==> config.mk <==
export PLATFORM = sky130hd
export DESIGN_NAME = packed_shift_unit
export DESIGN_NICKNAME = d
export VERILOG_FILES = /design/src/rtl/pshift_pkg.sv /design/src/rtl/rnd_sra_lane.sv /design/src/rtl/q31_mul.sv /design/src/rtl/packed_shift_unit.sv
export SDC_FILE = /design/constraint.sdc
export NUM_CORES = 2
export LEC_CHECK = 0
export BUFFER_PORTS_ARGS = -buffer_cell sky130_fd_sc_hd__buf_2
export CAP_MARGIN = 20
export CORE_ASPECT_RATIO = 0.7
export CORE_UTILIZATION = 25
export DETAILED_ROUTE_END_ITERATION = 10
export PLACE_DENSITY = 0.43
export SLEW_MARGIN = 5
export SYNTH_ARGS = -nofsm -noshare
export SYNTH_HDL_FRONTEND = slang
export SYNTH_SLANG_ARGS = --single-unit
==> constraint.sdc <==
create_clock -name vclk -period 18
set_clock_uncertainty 0.1 [all_clocks]
set_input_delay 2.7 -clock vclk [all_inputs]
set_output_delay 2.7 -clock vclk [all_outputs]
set_load 0.02 [all_outputs]
==> src/rtl/pshift_pkg.sv <==
package pshift_pkg;
  typedef enum logic [1:0] {
    OP_BYTE_SRA = 2'd0,
    OP_HALF_SRL = 2'd1,
    OP_PACK_SRA = 2'd2,
    OP_Q31_MUL  = 2'd3
  } pshift_op_e;
  localparam logic [31:0] Q31_MIN = 32'h8000_0000;
  localparam logic [31:0] Q31_MAX = 32'h7FFF_FFFF;
endpackage

==> src/rtl/rnd_sra_lane.sv <==
// Arithmetic right shift of one lane, with an optional round-half-up
// that adds back the last bit shifted out.
module rnd_sra_lane #(
  parameter int W  = 8,
  parameter int SW = 3
) (
  input  logic [W-1:0]  din,
  input  logic [SW-1:0] sh,
  input  logic          rnd,
  output logic [W-1:0]  dout
);
  logic [W-1:0]  shifted;
  logic [SW-1:0] sh_m1;
  logic          rbit;

  always_comb begin
    shifted = $signed(din) >>> sh;
    sh_m1   = sh - 1'b1;
    rbit    = rnd && (sh != '0) && din[sh_m1];
    dout    = shifted + {{(W-1){1'b0}}, rbit};
  end
endmodule

==> src/rtl/q31_mul.sv <==
// Doubled signed product, returning the high word; the single
// unrepresentable case is clipped to the largest positive value.
module q31_mul #(
  parameter int W = 32
) (
  input  logic [W-1:0] a,
  input  logic [W-1:0] b,
  input  logic         rnd,
  output logic [W-1:0] p,
  output logic         clip
);
  localparam int PW = 2 * W;
  logic signed [PW-1:0] ax, bx, prod, dbl;
  logic [W-1:0] minv;

  always_comb begin
    minv = {1'b1, {(W-1){1'b0}}};
    ax   = $signed({{W{a[W-1]}}, a});
    bx   = $signed({{W{b[W-1]}}, b});
    prod = ax * bx;
    dbl  = prod <<< 1;
    if (rnd) dbl = dbl + $signed({{(W+1){1'b0}}, {(W-1){1'b1}}} + 1'b1);
    clip = (a == minv) && (b == minv);
    p    = clip ? ~minv : dbl[PW-1:W];
  end
endmodule

==> src/rtl/packed_shift_unit.sv <==
module packed_shift_unit
  import pshift_pkg::*;
#(
  parameter int DW = 32
) (
  input  logic [31:0] opnd_a,
  input  logic [31:0] opnd_b,
  input  logic [4:0]  shamt,
  input  logic [1:0]  op_sel,
  input  logic        rnd_en,
  output logic [31:0] result,
  output logic        ovf
);
  localparam int BW     = 8;
  localparam int HW     = DW / 2;
  localparam int NBYTE  = DW / BW;
  localparam int NHALF  = DW / HW;
  localparam int BSW    = $clog2(BW);
  localparam int HSW    = $clog2(HW);
  localparam int WSW    = $clog2(DW);

  logic [DW-1:0] byte_res, half_res, pack_res, mul_res;
  logic [HW-1:0] pack_hi_w [2];
  logic [DW-1:0] pack_full [2];
  logic          mul_clip;

  // Signed byte lanes with rounding
  for (genvar k = 0; k < NBYTE; k++) begin : g_byte
    rnd_sra_lane #(.W(BW), .SW(BSW)) u_lane (
      .din  (opnd_a[k*BW +: BW]),
      .sh   (shamt[BSW-1:0]),
      .rnd  (rnd_en),
      .dout (byte_res[k*BW +: BW])
    );
  end

  // Unsigned halfword lanes, logical, never rounded
  for (genvar k = 0; k < NHALF; k++) begin : g_half
    assign half_res[k*HW +: HW] = opnd_a[k*HW +: HW] >> shamt[HSW-1:0];
  end

  // Narrowing pack: word 0 is opnd_a (upper half), word 1 is opnd_b
  for (genvar k = 0; k < 2; k++) begin : g_pack
    rnd_sra_lane #(.W(DW), .SW(WSW)) u_word (
      .din  (k == 0 ? opnd_a : opnd_b),
      .sh   (shamt[WSW-1:0]),
      .rnd  (rnd_en),
      .dout (pack_full[k])
    );
    assign pack_hi_w[k] = pack_full[k][HW-1:0];
  end
  assign pack_res = {pack_hi_w[0], pack_hi_w[1]};

  q31_mul #(.W(DW)) u_mul (
    .a    (opnd_a),
    .b    (opnd_b),
    .rnd  (rnd_en),
    .p    (mul_res),
    .clip (mul_clip)
  );

  always_comb begin
    unique case (pshift_op_e'(op_sel))
      OP_BYTE_SRA: result = byte_res;
      OP_HALF_SRL: result = half_res;
      OP_PACK_SRA: result = pack_res;
      default:     result = mul_res;
    endcase
    ovf = (pshift_op_e'(op_sel) == OP_Q31_MUL) && mul_clip;
  end
endmodule

==> run_results.csv <==
group,metric,value,unit
status,outcome,"finished clean",
placement,hpwl,131000,um
global_routing,grt_max_degree,68,
layout,register_area,0,um^2
timing,setup_viol,0,
placement,gp_congestion,0.952,
critical_path,critPathLaunchType,"primary input",
flow_run,max_cap_viol_count,0,
drt,routedWlPerCell,24.4,um
critical_path,critPathTopFamily,"adder cells",
critical_path,critical_path_buf_inv_count,5,
critical_path,slowest_stage,"buf_2",
critical_path,cp.required,15200,ps
timing,relSlewSlack,21.2,%
floorplanning,row_count,127,
floorplanning,die_h,350,um
clock_tree,post-cts-setup-buffer-count,0,
layout,clock_buffers,0,
floorplanning,die-width,499,um
layout,drive_gt1_share,7.29,%
critical_path,worstPathArrival,13190,ps
drt,vias_per_cell,4.92,
timing,drv_slew,0,
layout,seq_cells,0,
global_routing,grt_pass1_vias,35300,
clock_tree,ctsResizeCount,0,
global_routing,antenna_found_initial,16,
logic_synthesis,syn-num-nets,6146,
timing,period_needed,15990,ps
floorplanning,num_io_pins,105,
global_routing,track_usage,19.4,%
logic_synthesis,synth_area_per_cell,8.97,um^2
critical_path,endpoint_kind,"output pin",
drt,ant_nets,0,
global_routing,grt_overflow,0,
timing,period_share,88.9,%
critical_path,crit_path_max_incr_delay,680,ps
logic_synthesis,synth_cell_types,87,
layout,final_common_cell,"fa_1",
critical_path,path_depth,26,
critical_path,cp_common_cell,"fa_1",
logic_synthesis,synth_cells,4809,
critical_path,cp_max_fo,22,
timing,worstMarginPinSlew,1180,ps
hold_path,hold_class,"primary input to output pin",
critical_path,endpoint,"result[23]",
global_routing,grt_pass1_wl,251000,um
timing,rsz0062_at_grt,"no",
logic_synthesis,yosysWarnings,0,
layout,nNetsFinal,5988,
placement,io_buffers,105,
logic_synthesis,synth_area,43200,um^2
layout,area_growth,6.09,%
drt,wl,168000,um
logic_synthesis,ys_seq_area_share,0,%
drt,drtPass1Iterations,6,
drt,vias,34100,
timing,fmax,62.5,MHz
timing,fin_setup_tns,0,ps
floorplanning,initial_core_util,25.2,%
layout,final_cell_mix,"1071 x fa_1, 926 x inv_1, 684 x nand2_1, 513 x and2_1, 193 x ha_1",
critical_path,crit_type,"primary input to output pin",
clock_tree,cts.hold.buffers_added,0,
drt,drt_iter0_markers,3570,
floorplanning,core-area,171000,um^2
timing,hold_violations,0,
drt,drc,0,
floorplanning,die_area,174000,um^2
critical_path,startpoint,"opnd_b[8]",
-- cell usage after synthesis (15+ instances only) --
cell type,n,share of area (%)
a211oi_1,21,0.37
a21o_1,24,0.42
a21oi_1,124,1.4
a31oi_1,26,0.38
and2_1,513,7.4
and3_1,28,0.41
buf_1,16,0.14
buf_2,20,0.23
clkbuf_1,299,2.6
fa_1,1072,50
ha_1,193,5.6
inv_1,927,8.1
mux2i_1,45,1.0
mux4_2,100,5.2
nand2_1,684,5.9
nand2b_1,16,0.23
nand3_1,39,0.45
nand4_1,33,0.48
nor2_1,135,1.2
nor3_1,26,0.30
nor4_1,21,0.30
o211ai_1,17,0.30
o21a_1,15,0.26
o21ai_0,99,1.1
xnor2_1,67,1.4
xor2_1,41,0.83
-- worst min-delay path by stage --
stage / start / to / slack (ps) / cells after the start
after global placement: rnd_en / result[0] / 6010 / 4
after CTS: rnd_en / result[1] / 6020 / 5
after global routing: rnd_en / result[0] / 6040 / 4
after detailed placement: rnd_en / result[1] / 6010 / 5
after floorplan: op_sel[1] / ovf / 5490 / 2
final: rnd_en / result[0] / 6010 / 4
-- layer usage --
layer / vias up / global-route usage, % / share of wire, %
li1: 14400 / - / -
met1: 17900 / 31.9 / 51
met2: 1628 / 26.7 / 39
met3: 113 / 3.04 / 9.2
met4: 2 / 2.15 / 1.4
met5: - / 0.217 / 0.031
-- final cells by class --
cell class                      count  area [um^2]
Fill cell                       18400       126000
Multi-Input combinational cell   3533        38300
Inverter                          929         3490
Tap cell                         2257         2820
Timing Repair Buffer              187         1160
Antenna cell                        8         20.0
-- metrics by stage --
stage	instance area [um^2]	instances	utilization [%]	setup slack, ps	hold WS, ps
2_1_floorplan	43200	4809	-	3310	5490
3_3_place_gp	45700	6903	26.7	2030	6010
3_5_place_dp	45800	6906	26.7	2050	6010
4_1_cts	45800	6906	26.7	2030	6020
5_1_grt	45800	6907	26.7	1650	6040
6_report	45800	6914	26.7	2010	6010
-- logic make-up (layout without fill, tap and decap cells) --
logic type	Yosys count	in the layout	synth area share, %
buffers and inverters	1276	1116	11.3
AOI/OAI and AO/OA	450	450	6.74
adders and majority gates	1265	1265	55.3
xor gates and xnor gates	108	108	2.19
other	0	8	0
and+or+nand+nor	1553	1553	17.8
muxes	157	157	6.58
